--- src/rtl/zq_drive_cal.sv ---
module zq_drive_cal #(
  parameter int CODE_W        = 5,
  parameter int EVAL_PERIOD   = 64,
  parameter int SETTLE_CYCLES = 4096,
  parameter int RESET_CODE    = 16
) (
  input  logic              clk,
  input  logic              rst_n,
  input  logic              cmp_up,
  input  logic              hiz,
  output logic [CODE_W-1:0] drive_code,
  output logic              cal_done
);

  localparam int EW = (EVAL_PERIOD > 1) ? $clog2(EVAL_PERIOD) : 1;
  localparam int SW = $clog2(SETTLE_CYCLES + 1);
  localparam logic [EW-1:0]     EVAL_LAST  = EW'(EVAL_PERIOD - 1);
  localparam logic [SW-1:0]     SETTLE_END = SW'(SETTLE_CYCLES);
  localparam logic [CODE_W-1:0] CODE_TOP   = {CODE_W{1'b1}};
  localparam logic [CODE_W-1:0] CODE_RST   = CODE_W'(RESET_CODE);

  logic [EW-1:0]     eval_cnt;
  logic [SW-1:0]     settle_cnt;
  logic [CODE_W-1:0] tgt_code;
  logic [CODE_W-1:0] tgt_next;
  logic              hiz_q;

  wire eval_tick = (eval_cnt == EVAL_LAST);
  wire settled   = (settle_cnt == SETTLE_END);
  wire lz_to_hz  = hiz & ~hiz_q;

  always_comb begin
    tgt_next = tgt_code;
    if (cmp_up && tgt_code != CODE_TOP)
      tgt_next = tgt_code + 1'b1;
    else if (!cmp_up && tgt_code != '0)
      tgt_next = tgt_code - 1'b1;
  end

  always_ff @(posedge clk or negedge rst_n) begin
    if (!rst_n) begin
      eval_cnt <= '0;
      tgt_code <= CODE_RST;
    end else if (eval_tick) begin
      eval_cnt <= '0;
      tgt_code <= tgt_next;
    end else begin
      eval_cnt <= eval_cnt + 1'b1;
    end
  end

  always_ff @(posedge clk or negedge rst_n) begin
    if (!rst_n)
      drive_code <= CODE_RST;
    else if (hiz)
      drive_code <= tgt_code;
  end

  always_ff @(posedge clk or negedge rst_n) begin
    if (!rst_n) begin
      settle_cnt <= '0;
      hiz_q      <= 1'b1;
      cal_done   <= 1'b0;
    end else begin
      if (!settled)
        settle_cnt <= settle_cnt + 1'b1;
      hiz_q <= hiz;
      if (settled && lz_to_hz)
        cal_done <= 1'b1;
    end
  end

endmodule

--- config.mk ---
export PLATFORM = sky130hd
export DESIGN_NAME = zq_drive_cal
export DESIGN_NICKNAME = d
export VERILOG_FILES = /design/src/rtl/zq_drive_cal.sv
export SDC_FILE = /design/constraint.sdc
export NUM_CORES = 1
export LEC_CHECK = 0
export BUFFER_PORTS_ARGS = -buffer_cell sky130_fd_sc_hd__buf_4
export CORE_ASPECT_RATIO = 1.1
export CORE_MARGIN = 5
export CORE_UTILIZATION = 32
export DETAILED_ROUTE_END_ITERATION = 16
export SYNTH_ARGS = -nofsm -noshare
export SYNTH_HDL_FRONTEND = slang
export SYNTH_SLANG_ARGS = --single-unit
--- constraint.sdc ---
create_clock -name clk -period 2.44 [get_ports clk]
set_clock_uncertainty 0.05 [all_clocks]
set_input_delay 0.488 -clock clk [delete_from_list [all_inputs] [get_ports clk]]
set_output_delay 0.488 -clock clk [all_outputs]
set_load 0.05 [all_outputs]
==> metrics.txt, run 1 <==
die area 5930 sq um; worst slew pin tran 385 ps; initial antenna violation count 0; Slew headroom 0.743; Main synth FF type dfrtp_1; mean post-synth cell area 11.4 sq um; crit-path cells and4_4 -> a21boi_2 -> nand2_1 -> o21ai_0 -> ha_1 -> nor2_1 -> o21ai_0 -> a211o_1 -> a21oi_2 -> xor2_1; # rows 25; largest net degree at the start of global routing 32; grt ovf 0; CTS clock-pin slew for the worst setup and hold paths 60 ps; share of the synthesized area in the top cell type 0.488; CP startpoint kind register; Syn Nets 135; fraction of layout cells with a size suffix above 1 0.207; slowest stage cell, crit path dfstp_2; Yosys top cell by area dfrtp_1; drt initial violations 50; Netlist cell types 29; CTS Buffer Depth 2; fmax about 0.46 GHz; Sink Count 31; PwrDens just under 600 nW/um^2; reg2reg path depth 10; routability cong. 0.903; post-CTS sizing 0; Area Growth Syn to Fin 14.6%; via-per-instance ratio 4.96; critical path peak fanout 5; fin nets between 100 and 150; CTS tree done; Max-cap violations 0; drt drc 0; type of destination of the critical path register; Final ANT Viol Nets 0; hold_buf cts 0; status complete, no violations; CP most frequent cell o21ai_0; root buffer cell clkbuf_8; Detailed Route WL 2470 microns; setup_tns 0 ps; Core Util, Final 0.381; Post-Synthesis Cells 126; register bit total from synthesis 31; CTS Buf Count 5; Seq. cell area 779 sq um; synthesized cell area 1440 sq um; Seq/Total Area, Yosys 0.543; # setup viols final 0; asr flop ratio synth 1.00; Ports 10; PortBufs 9; EDFF count, synth 0; via count around 960; Setup CP Type reg2reg; htree depth 2; routed wire length per instance 12.7 microns; Antenna diodes 0; Final Hold Vio Count 0; VDD IR max 226 uV; initial core utilization 0.333; fill count 420; Ys Warns 0; area of the multi-input gates around 630 sq um; final cycle utilization of the critical path 0.884; post-CTS setup buffers 0; worst endpoint required time between 2000 and 3000 ps; core area 4320 sq um; Worst Path Arrival 2310 ps; worst skew pair latency 280 ps; minimum clock period around 2200 ps; Pwr Total 0.949 mW; Die H 80.3 microns; iteration count of the initial detailed-routing pass 4; leakage power between 0.7 and 0.8 nW; largest cells by area after synthesis dfrtp_1 (49%), xnor2_1 (8.5%), dfstp_2 (5.5%), mux2_2 (4.7%), ha_1 (4.4%); GRT Resource Usage Total 0.0967; RSZ-0062 raised after global routing false; max incr delay on CP 560 ps; first-pass GRT wire length 4380 microns; DP HPWL 1760 microns; HP Class in2async; Slew Viols, Final 0; vias in the first global route 953; die width 73.9 microns
state kept, by name, summed over array words and instances, names as in the netlist:
| register | flops |
|---|---|
| drive_code | 5 |
| tgt_code | 5 |
| hiz_q | 1 |
| settle_cnt | 13 |
| cal_done | 1 |
| eval_cnt | 6 |
synth_stat cells (2+ instances only):
cell and instances:
and3_1 4, nand3_1 11, a21oi_1 3, nor4b_1 2
xor2_1 4, dfstp_2 3, nor2_1 8, xnor2_1 14
o21ai_0 5, nand2_1 12, nor3_1 2, mux2_2 6
ha_1 5, inv_1 5, dfrtp_1 28
worst max-delay path: cells and delay by family (launching register included):
family	cells	cell delay (ps)
AO/OA/AOI/OAI	5	710
XOR/XNOR	1	150
adder cells (fa/ha/maj)	1	230
flip-flops	1	560
AND/OR/NAND/NOR	3	400
worst paths after layout:
| kind | start | end | slack, ps |
|---|---|---|---|
| max | tgt_code[4]$_DFFE_PN1P_ | tgt_code[4]$_DFFE_PN1P_ | 280 |
| min reg2reg | settle_cnt[12]$_DFFE_PN0N_ | settle_cnt[12]$_DFFE_PN0N_ | 420 |
| max reg2reg | tgt_code[4]$_DFFE_PN1P_ | tgt_code[4]$_DFFE_PN1P_ | 280 |
| min in group clk | hiz | hiz_q$_DFF_PN1_ | 320 |
| max in group asynchronous | rst_n | drive_code[4]$_DFFE_PN1P_ | 1940 |
| min | rst_n | settle_cnt[12]$_DFFE_PN0N_ | 80 |
routing by layer:
layer	wire length [microns]	global-route usage
met1	1140	0.116
met2	1180	0.147
met3	117	0.0501
met4	32	0.0326
met5	0	0
kinds of logic (layout without fill, tap and decap cells):
kind of cell    count (synthesis)  in the layout  synth area share
flops                          31             31             0.543
fa+ha+maj                       5              5            0.0436
simple gates                   42             42             0.144
xor+xnor                       18             18             0.110
mux                             8              8            0.0618
buf+inv                         7             21            0.0218
compound gates                 15             15            0.0767
placed cells by master, fill, tap and decap left out, drive strengths merged, types with 4 or more instances in the layout:
| cell | count |
|---|---|
| dfrtp | 28 |
| xnor2 | 14 |
| nand2 | 12 |
| nand3 | 11 |
| buf | 9 |
| nor2 | 8 |
| mux2 | 7 |
| clkbuf | 6 |
| o21ai | 6 |
| inv | 5 |
| ha | 5 |
| xor2 | 4 |
| and3 | 4 |
| a21oi | 4 |
area by class of cell:
cell class / count / area share
Sequential cell: 31 / 0.473
Tap cell: 54 / 0.0410
Inverter: 5 / 0.0114
Multi-Input combinational cell: 88 / 0.380
Clock buffer: 6 / 0.0502
Timing Repair Buffer: 9 / 0.0410
Clock inverter: 1 / 0.00304
through the flow:
stage | area [sq um] | setup WS, ps | hold WS (ps) | std cells
2_1_floorplan | 1440 | 422 | 142 | 126
4_1_cts | 1650 | 289 | 84.1 | 194
3_5_place_dp | 1560 | 311 | 394 | 187
3_3_place_gp | 1560 | 356 | 390 | 187
6_report | 1650 | 284 | 75.8 | 194
5_1_grt | 1650 | 146 | 104 | 194
power breakdown:
part	internal (mW)	leakage, nW	switching [mW]	total [mW]
combinational	0.0106	0.318	0.0224	0.0330
sequential	0.517	0.381	0.000561	0.517
clock	0.221	0.0470	0.178	0.398
total	0.748	0.746	0.201	0.949
No activity file was read; power rests on OpenSTA's default activity.
==> inputs of run 2 (changes only) <==
- CELL_PAD_IN_SITES_DETAIL_PLACEMENT: not set -> 1
- CELL_PAD_IN_SITES_GLOBAL_PLACEMENT: not set -> 1
- PLACE_DENSITY: not set -> 0.56
==> run 2 against run 1 <==
  * Clock power is 8.3% higher
  * Critical path depth is the same
  * Global-route usage is 1.1 points higher
  * Utilization grew 0.46 points
  * Cell count is 1.0% higher
  * Critical path type unchanged
  * Clock-buffer cell count rose by 2
  * First-iteration DRC count decreased by 38%
  * Sequential cell count did not move
  * Sequential share of layout area decreased by 0.57 points
  * Die area did not move
==> metrics.txt, run 2 (same netlist as run 1, synthesis figures left out) <==
Worst Path Arrival 2330 ps (was 2310 ps); die area 5930 sq um (unchanged); hold_buf cts 0 (unchanged); Antenna diodes 0 (unchanged); HP Class in2async (unchanged); root buffer cell clkbuf_8 (unchanged); grt ovf 0 (unchanged); VDD IR max 235 uV (was 226 uV); drt initial violations 31 (was 50); reg2reg path depth 10 (unchanged); vias in the first global route 1053 (was 953); CTS tree done (unchanged); Setup CP Type reg2reg (unchanged); worst slew pin tran 398 ps (was 385 ps); initial core utilization 0.333 (unchanged); r2r setup slk 260 ps (was 280 ps); fmax 0.460 GHz (was 0.464 GHz); routed wire length per instance 13.6 microns (was 12.7 microns); final cycle utilization of the critical path 0.892 (was 0.884); Top Registers settle_cnt (13), eval_cnt (6) (unchanged); CP Capture Point tgt_code[4]$_DFFE_PN1P_ (unchanged); CTS Buf Count 5 (unchanged); post-CTS setup buffers 0 (unchanged); htree depth 2 (unchanged); placed cell count 188 (was 187); crit path from tgt_code[4]$_DFFE_PN1P_ (unchanged); Cell Int Power 0.784 mW (was 0.748 mW); via-per-instance ratio 4.90 (was 4.96); critical path peak fanout 5 (unchanged); Ports 10 (unchanged); Finished Layout Cells 196 (was 194); crit-path cells and4_4 -> a21boi_2 -> nand2_1 -> o21ai_0 -> ha_1 -> nor2_1 -> o21ai_0 -> a211o_1 -> a21oi_2 -> xor2_1 (unchanged); first-pass GRT wire length 4790 microns (was 4380 microns); Area Growth Syn to Fin 16.0% (was 14.6%); slowest stage cell, crit path dfstp_2 (unchanged); CP startpoint kind register (unchanged); fill count 486 (was 420); Final ANT Viol Nets 0 (unchanged); routability cong. 0.819 (was 0.903); combinational share of power 0.033 (was 0.035); switching power total 0.197 mW (was 0.201 mW); Slew Viols, Final 0 (unchanged); Die H 80.3 microns (unchanged); type of destination of the critical path register (unchanged); leakage power 0.755 nW (was 0.746 nW); # setup viols final 0 (unchanged); fraction of layout cells with a size suffix above 1 0.211 (was 0.207); die width 73.9 microns (unchanged); # rows 25 (unchanged); initial antenna violation count 0 (unchanged); CTS Buffer Depth 2 (unchanged); PortBufs 9 (unchanged); max reg flops 13 (unchanged); via count 961 (was 963); post-CTS sizing 0 (unchanged); Detailed Route WL 2660 microns (was 2470 microns); DP HPWL 2000 microns (was 1760 microns); CTS clock-pin slew for the worst setup and hold paths 60 ps (about the same); fin nets 150 (was 149); leading cell type in the layout, fill and taps excluded dfrtp_1 (unchanged); Sink Count 31 (unchanged); max incr delay on CP 570 ps (was 560 ps); worst skew pair latency 280 ps (about the same); core area 4320 sq um (unchanged); Final Hold Vio Count 0 (unchanged); Slew headroom 0.735 (was 0.743); largest net degree at the start of global routing 32 (unchanged); setup_tns 0 ps (unchanged); commonest non-fill, non-tap cells in the layout dfrtp_1 (28), xnor2_1 (14), nand2_1 (12) (unchanged); Seq. cell area 779 sq um (unchanged); FF-to-FF End tgt_code[4]$_DFFE_PN1P_ (unchanged); worst endpoint required time 2590 ps (was 2600 ps); RSZ-0062 raised after global routing false (unchanged); Reg power frac 0.527 (was 0.545); iteration count of the initial detailed-routing pass 3 (was 4); PwrDens 589 nW/um^2 (was 576 nW/um^2); r2r startpoint tgt_code[4]$_DFFE_PN1P_ (unchanged); Switching Fraction 0.201 (was 0.211); Top reg by flops settle_cnt (unchanged); GRT Resource Usage Total 0.108 (was 0.0967); Max-cap violations 0 (unchanged); CP most frequent cell o21ai_0 (unchanged); minimum clock period 2180 ps (was 2160 ps); drt drc 0 (unchanged); clock power share 0.440 (was 0.420); status complete, no violations (unchanged); area of the multi-input gates 626 sq um (unchanged)
==> run 2: cell count changes in the layout (fill, tap and decap cells not counted) <==
cell and change:
buf_4 +1, clkbuf_1 +1, clkbuf_8 +1, clkinv_2 -1
==> run 2: layout make-up <==
cell class	count	area share
Clock buffer	8	0.0601
Inverter	5	0.0113
Multi-Input combinational cell	88	0.375
Sequential cell	31	0.468
Tap cell	54	0.0405
Timing Repair Buffer	10	0.0450
==> run 2: power by group through the flow <==
stage	clock network [mW]	registers (mW)	logic [mW]
global route	0.478	0.517	0.0377
global placement	0	0.526	0.0339
detailed placement	0	0.526	0.0343
CTS	0.451	0.517	0.0341
finish	0.431	0.517	0.0326
floorplan	0	0.529	0.0122
==> run 2: worst max-delay path, delay by kind of cell, from the launching register on <==
family | cells | cell delay, ps
adder cells (fa/ha/maj) | 1 | 230
XOR/XNOR | 1 | 160
AND/OR/NAND/NOR | 3 | 410
flip-flops | 1 | 570
AO/OA/AOI/OAI | 5 | 700
==> run 2: through the flow <==
step	utilization	setup WS, ps	hold slack, ps	cell area (sq um)	total power [mW]
after global routing	0.386	87.0	105	1670	1.03
after floorplan	-	422	142	1440	0.542
final	0.386	264	82.9	1670	0.981
after detailed placement	0.363	262	400	1570	0.561
after global placement	0.363	348	396	1570	0.560
after CTS	0.386	241	89.1	1670	1.00
==> run 2: worst min path at each step <==
stage / to / slack [ps] / cells after the start
finish: settle_cnt[11]$_DFFE_PN0N_ / 80 / 1
global route: settle_cnt[10]$_DFFE_PN0N_ / 110 / 1
CTS: settle_cnt[10]$_DFFE_PN0N_ / 90 / 1
detailed placement: settle_cnt[12]$_DFFE_PN0N_ / 400 / 1
global placement: settle_cnt[11]$_DFFE_PN0N_ / 400 / 1
floorplan: cal_done$_DFFE_PN0P_ / 140 / 0
==> run 2: per-layer routing <==
metal | part of all wire | vias up | GRT usage
li1 | - | 460 | -
met1 | 0.42 | 485 | 0.115
met2 | 0.53 | 10 | 0.187
met3 | 0.033 | 6 | 0.0375
met4 | 0.016 | 0 | 0.0489
met5 | 0 | - | 0
